**src/rtl/dec_serial_pkg.sv**
```systemverilog
package dec_serial_pkg;
  localparam int RADIX_DEF = 10;

  function automatic int digit_bits(input int radix);
    return $clog2(radix);
  endfunction
endpackage

```
**src/rtl/dsa_code_guard.sv**
```systemverilog
module dsa_code_guard #(
  parameter int RADIX = 10,
  localparam int DIG_W = $clog2(RADIX)
) (
  input  logic [DIG_W-1:0] a_i,
  input  logic [DIG_W-1:0] b_i,
  output logic             bad_o
);
  localparam logic [DIG_W:0] LIMIT = (DIG_W+1)'(RADIX);

  logic a_bad, b_bad;
  always_comb begin
    a_bad = {1'b0, a_i} >= LIMIT;
    b_bad = {1'b0, b_i} >= LIMIT;
    bad_o = a_bad | b_bad;
  end
endmodule

```
**src/rtl/dsa_digit_sum.sv**
```systemverilog
module dsa_digit_sum #(
  parameter int RADIX = 10,
  localparam int DIG_W = $clog2(RADIX)
) (
  input  logic [DIG_W-1:0] a_i,
  input  logic [DIG_W-1:0] b_i,
  input  logic             cin_i,
  output logic [DIG_W-1:0] sum_o,
  output logic             cout_o
);
  localparam logic [DIG_W:0] RADIX_W = (DIG_W+1)'(RADIX);

  logic [DIG_W:0] raw;
  logic [DIG_W:0] wrapped;

  always_comb begin
    raw     = {1'b0, a_i} + {1'b0, b_i} + {{DIG_W{1'b0}}, cin_i};
    wrapped = raw - RADIX_W;
    cout_o  = raw >= RADIX_W;
    sum_o   = cout_o ? wrapped[DIG_W-1:0] : raw[DIG_W-1:0];
  end


  always_comb begin
    if ({1'b0, a_i} < RADIX_W && {1'b0, b_i} < RADIX_W) begin
      sum_range_chk: assert ({1'b0, sum_o} < RADIX_W);
    end
  end
endmodule

```
**src/rtl/dsa_carry_reg.sv**
```systemverilog
module dsa_carry_reg (
  input  logic clk,
  input  logic rst,
  input  logic clear_i,
  input  logic load_i,
  input  logic d_i,
  output logic q_o
);
  logic q_r;

  always_ff @(posedge clk) begin
    if (rst)          q_r <= 1'b0;
    else if (load_i)  q_r <= d_i;
    else if (clear_i) q_r <= 1'b0;
  end

  assign q_o = q_r;


  clear_wins_chk: assert property (@(posedge clk) disable iff (rst)
    (clear_i && !load_i) |=> !q_o);
endmodule

```
**src/rtl/dec_serial_adder.sv**
```systemverilog
module dec_serial_adder #(
  parameter int RADIX = dec_serial_pkg::RADIX_DEF,
  localparam int DIG_W = $clog2(RADIX)
) (
  input  logic             clk,
  input  logic             rst,
  input  logic             start_i,
  input  logic             valid_i,
  input  logic [DIG_W-1:0] a_dig_i,
  input  logic [DIG_W-1:0] b_dig_i,
  output logic [DIG_W-1:0] sum_dig_o,
  output logic             carry_o,
  output logic             err_o
);
  localparam logic [DIG_W:0] RADIX_W = (DIG_W+1)'(RADIX);

  logic             bad;
  logic             carry_q;
  logic             cin_eff;
  logic [DIG_W-1:0] raw_sum;
  logic             raw_cout;

  dsa_code_guard #(.RADIX(RADIX)) guard_i (
    .a_i   (a_dig_i),
    .b_i   (b_dig_i),
    .bad_o (bad)
  );

  assign cin_eff = start_i ? 1'b0 : carry_q;

  dsa_digit_sum #(.RADIX(RADIX)) sum_i (
    .a_i    (a_dig_i),
    .b_i    (b_dig_i),
    .cin_i  (cin_eff),
    .sum_o  (raw_sum),
    .cout_o (raw_cout)
  );

  dsa_carry_reg carry_i (
    .clk     (clk),
    .rst     (rst),
    .clear_i (start_i),
    .load_i  (valid_i & ~bad),
    .d_i     (raw_cout),
    .q_o     (carry_q)
  );

  assign sum_dig_o = bad ? '0 : raw_sum;
  assign err_o     = valid_i & bad;
  assign carry_o   = carry_q;

  logic [DIG_W:0] port_total;
  assign port_total = {1'b0, a_dig_i} + {1'b0, b_dig_i}
                    + {{DIG_W{1'b0}}, (start_i ? 1'b0 : carry_o)};


  carry_set_chk: assert property (@(posedge clk) disable iff (rst)
    (valid_i && !err_o && {1'b0, a_dig_i} < RADIX_W && {1'b0, b_dig_i} < RADIX_W
     && port_total >= RADIX_W) |=> carry_o);


  idle_hold_chk: assert property (@(posedge clk) disable iff (rst)
    (!valid_i && !start_i) |=> $stable(carry_o));


  err_sum_chk: assert property (@(posedge clk) disable iff (rst)
    err_o |-> (sum_dig_o == '0));


  err_hold_chk: assert property (@(posedge clk) disable iff (rst)
    (err_o && !start_i) |=> $stable(carry_o));
endmodule

```
**config.mk**
```make
export PLATFORM = sky130hd
export DESIGN_NAME = dec_serial_adder
export DESIGN_NICKNAME = d
export VERILOG_FILES = /design/src/rtl/dec_serial_pkg.sv /design/src/rtl/dsa_code_guard.sv /design/src/rtl/dsa_digit_sum.sv /design/src/rtl/dsa_carry_reg.sv /design/src/rtl/dec_serial_adder.sv
export SDC_FILE = /design/constraint.sdc
export NUM_CORES = 1
export LEC_CHECK = 0
export BUFFER_PORTS_ARGS = -buffer_cell sky130_fd_sc_hd__buf_2
export CORE_AREA = 8 8 45 47
export DETAILED_ROUTE_END_ITERATION = 12
export DIE_AREA = 0 0 53 55
export GPL_TIMING_DRIVEN = 0
export PLACE_DENSITY = 0.53
export SLEW_MARGIN = 10
export SYNTH_ARGS = -nofsm -noshare
export SYNTH_HDL_FRONTEND = slang
export SYNTH_SLANG_ARGS = --single-unit
```
**constraint.sdc**
```tcl
create_clock -name clk -period 3.6 [get_ports clk]
set_input_delay 0.18 -clock clk [delete_from_list [all_inputs] [get_ports clk]]
set_output_delay 0.18 -clock clk [all_outputs]
set_load 0.1 [all_outputs]
```
# After elaboration in Yosys (flattened, before gate mapping)
# Cells that the tools add are included.
# W data, S select, Z words.
[op_classes] n_addsub=3 n_lt_le_gt_ge=3 muxes=4 n_bitwise=4
[op_table] operator="$ge A4 B4 Y1 const B" n=2
[op_table] operator="$mux W4" n=2
[op_table] operator="$add A4 B4 Y5" n=1
[op_table] operator="$add A5 B1 Y5" n=1
[op_table] operator="$ge A5 B4 Y1 const B" n=1
[op_table] operator="$sub A4 B4 Y4 const B" n=1
[op_table] operator="$and A1 B1 Y1" n=2
[op_table] operator="$mux W1" n=2
[op_table] operator="$not A1 Y1" n=1
[op_table] operator="$or A1 B1 Y1" n=1
[totals] ff_bits=1 input_bits=12 output_inout_bits=6 word_cells=15

# Longest topological paths before layout
[logic_depth] ltp_word=5 mapped_depth=11 depth_no_buf=11

# Modules after synthesis
# Synthesis repeated with hierarchy kept, for this count alone.
[unflattened] cells_unflattened=46 area_unflattened_um2=364.1
[by_module_without_submodules] mod="dsa_digit_sum" instances=1 cells_per_inst=32 area_each_um2=269.0 seq_area_each_um2=0.0
[by_module_without_submodules] mod="dec_serial_adder" instances=1 cells_per_inst=7 area_each_um2=43.8 seq_area_each_um2=0.0
[by_module_without_submodules] mod="dsa_carry_reg" instances=1 cells_per_inst=4 area_each_um2=37.5 seq_area_each_um2=20.0
[by_module_without_submodules] mod="dsa_code_guard" instances=1 cells_per_inst=3 area_each_um2=13.8 seq_area_each_um2=0.0

# Worst setup path before layout
# No wires, ideal clock.
[synth_timing] path_type="flip-flop to output port" startpoint="register carry_i.q_r (netlist: carry_i.q_o)" endpoint="output port sum_dig_o[2]" arrival_time_ps=5020 required_ps=3420 path_slack_ps=-1600 path_stages_with_launch=12 path_buffers=0 path_cell_list="dfxtp_1 -> nor2b_1 -> fa_1 -> inv_1 -> fa_1 -> xnor2_2 -> inv_1 -> ha_1 -> o31a_1 -> nor3_4 -> nor2_2 -> o31ai_1"
[synth_between] elab_chain_cells=5 elab_cells_between_ends=6 cone_classes="add/sub (2); order compare (1); mux (3)"
[synth_rtl] item="start: declaration" line_no="dsa_carry_reg.sv:9" rtl="logic q_r;"
[synth_rtl] item="start signal: assignment" line_no="dsa_carry_reg.sv:13" rtl="else if (load_i) q_r <= d_i;"
[synth_rtl] item="$mux W1 (*)"
[synth_rtl] item="$add A5 B1 Y5 (*)" line_no="dsa_digit_sum.sv:17" rtl="raw = {1'b0, a_i} + {1'b0, b_i} + {{DIG_W{1'b0}}, cin_i};"
[synth_rtl] item="$sub A4 B4 Y4 / $ge A5 B4 Y1 (equally long branches)" line_no="dsa_digit_sum.sv:18, dsa_digit_sum.sv:19"
[synth_rtl] item="$mux W4 (*)" line_no="dsa_digit_sum.sv:20" rtl="sum_o = cout_o ? wrapped[DIG_W-1:0] : raw[DIG_W-1:0];"
[synth_rtl] item="$mux W4 (*)" line_no="dec_serial_adder.sv:48" rtl="assign sum_dig_o = bad ? '0 : raw_sum;"
[synth_rtl] item="end: declaration" line_no="dec_serial_adder.sv:11" rtl="output logic [DIG_W-1:0] sum_dig_o,"
# Every way passes the cells marked *; elsewhere a longest branch is shown, timed or not.

# Worst setup path after layout
# Same ends and word-level chain as after synthesis.

==> run summary <==
area delta synth->final: 40.2%
Worst Skew: 0 ns
kind of critical path: reg2out
yosys warns: 0
status: completed
Static Leak: 0.245 nW
Slowest-stage cell, CP: or4_1
total power: 0.000170 W
first-pass GRT wire length: 1500 µm
final net count: 80
Worst-Margin Slew: 0.487 ns
HP Start: rst
pre-CTS WS: 0.210 ns
drt initial violations: 3
final-report hold violation count: 0
Initial Util: 25.9%
Via density: 4.97
mean post-synth cell area: 8.32 µm²
Worst Slack Setup Final: 0.241 ns
Tmin final: 3.36 ns
CTS Hold Bufs: 0
post-synthesis sequential area ratio: 5.59%
RSZ-0062 raised after global routing: no
routed wire length: 895 µm
PortBufs: 17
die area: 2920 µm²
Clock Latency Late Sink: 0 ns
largest cells by area after synthesis: ha_1, fa_1, a21oi_1
die height: 55 µm
vias in the first global route: 351
Syn Nets: 61
Final Core Density: 36.3%
VDD IR max: 0.0000889 V
Startpoint Class: flop
RR Endpoint: carry_i.q_o
achievable clock frequency: 298 MHz
hold path depth: 2
CP arrival: 3.18 ns
Slew Limit Fails: 0
R2R depth: 11
share of the synthesized area in the top cell type: 14.0%
antenna-violating nets left: 0
Cell Rows: 14
Max-slew headroom: 67.8%
total gr overflow: 0
Global Route Usage Sum: 6.17%
setup slack, reg-to-reg: 0.97 ns
Die W: 53 µm
HP Class: in2reg
layout cells sized above 1: 41.7%
DRC: 0
clock slew at reported path FFs: 0 ns
Synth Register Bits: 1
Mapped Cells: 43
DP HPWL: 819 µm
Final period util: 93.3%
Resized Gates After CTS: 0
largest area contributor in the netlist: ha_1
routed length per instance: 11.8 µm
TritonRoute pass-1 iters: 2
ANT cells: 0
Largest register FFs: 1
worst flop-to-flop path startpoint: carry_i.q_o
worst hold endpoint: carry_i.q_o
critical-path cell list: nor2b_1, fa_1, inv_1, fa_1, xnor2_2, inv_1, ha_1, o31ai_1, a221o_1, or4_1, o31ai_4, buf_2
endpoints failing setup: 0
total number of vias: 378
maxcap violations: 0
# IOs: 18
Cell Area, Synth: 358 µm²
crit end category: output port
critical-path maximum fanout: 6
Post CTS Setup Buffer Count: 0
PwrDens: 338 nW/µm²
CP peak stage delay: 0.47 ns
largest net degree at the start of global routing: 7
initial antenna violation count: 0
Placed Cells: 76
core area: 1380 µm²
setup tns final: 0 ns
Non-Filler Instances: 76
WP data required: 3.42 ns
Final Wtd Congestion: 0.695
Unique masters post-synth: 25
==> cell usage after synthesis (all sizes together) <==
master  instances
a21o            2
nor3            3
o31ai           2
and2            2
nor2            1
fa              2
ha              4
and3b           1
o31a            1
and3            1
a21boi          1
a21oi           4
or4             1
nor2b           1
a221o           1
and2b           1
inv             5
a211oi          2
a311oi          1
or3             1
dfxtp           1
o21ai           3
xnor2           1
nand2           1
==> through the flow <==
stage                     cell area [µm²]  hold WS (ns)
after floorplan                       397         0.240
after global placement                502         0.343
after detailed placement              502         0.347
after CTS                             502         0.348
after global routing                  502         0.355
final                                 502         0.343
==> routing by layer <==
| metal | global-route usage, % | vias up | share of wire (%) |
|---|---|---|---|
| li1 | - | 199 | - |
| met1 | 8.21 | 168 | 43 |
| met2 | 11.1 | 11 | 47 |
| met3 | 0.535 | 0 | 9.2 |
| met4 | 0 | 0 | 0 |
| met5 | 0 | - | 0 |
==> area by class of cell <==
type | count | area (µm²)
Fill cell | 150 | 882
Multi-Input combinational cell | 37 | 357
Timing Repair Buffer | 17 | 85.1
Sequential cell | 1 | 21.3
Tap cell | 16 | 20.0
Inverter | 5 | 18.8
==> power breakdown <==
| group | switching [W] | total (W) | leakage [nW] | internal (W) |
|---|---|---|---|---|
| combinational | 0.000111 | 0.000157 | 0.237 | 0.0000459 |
| clock | 0 | 0 | 0 | 0 |
| sequential | 0.000000216 | 0.0000123 | 0.00860 | 0.0000121 |
==> cells by family (layout without fill, tap and decap cells) <==
logic type	Yosys count	in the layout	share of synthesized area (%)
xor+xnor	1	1	4.55
compound gates	17	17	33.9
fa+ha+maj	6	6	25.2
buf+inv	5	22	5.25
flops	1	1	5.59
simple gates	13	13	25.5
==> layout by cell type, fill, tap and decap left out, drive strengths merged <==
master,count
buf,17
inv,5
ha,4
a21oi,4
o21ai,3
nor3,3
a21o,2
and2,2
fa,2
o31ai,2
a211oi,2
nor2b,1
xnor2,1
nand2,1
o31a,1
a21boi,1
a221o,1
nor2,1
or4,1
or3,1
and3,1
and3b,1
and2b,1
a311oi,1
dfxtp,1
==> worst max path at each step <==
stage,end,cells past startpoint,from
finish,sum_dig_o[2],12,carry_i.q_o
global route,sum_dig_o[2],12,carry_i.q_o
CTS,sum_dig_o[2],12,carry_i.q_o
detailed placement,sum_dig_o[2],12,carry_i.q_o
global placement,sum_dig_o[2],12,carry_i.q_o
floorplan,sum_dig_o[1],11,carry_i.q_o
==> critical path: cells and delay by family (launching register included) <==
kind            cells  cell delay (ns)
buf+inv             3             0.59
xor+xnor            1             0.17
flops               1             0.29
compound gates      3             0.56
fa+ha+maj           3             0.89
simple gates        2             0.67
Note: power is estimated with default switching activity, not from simulation.
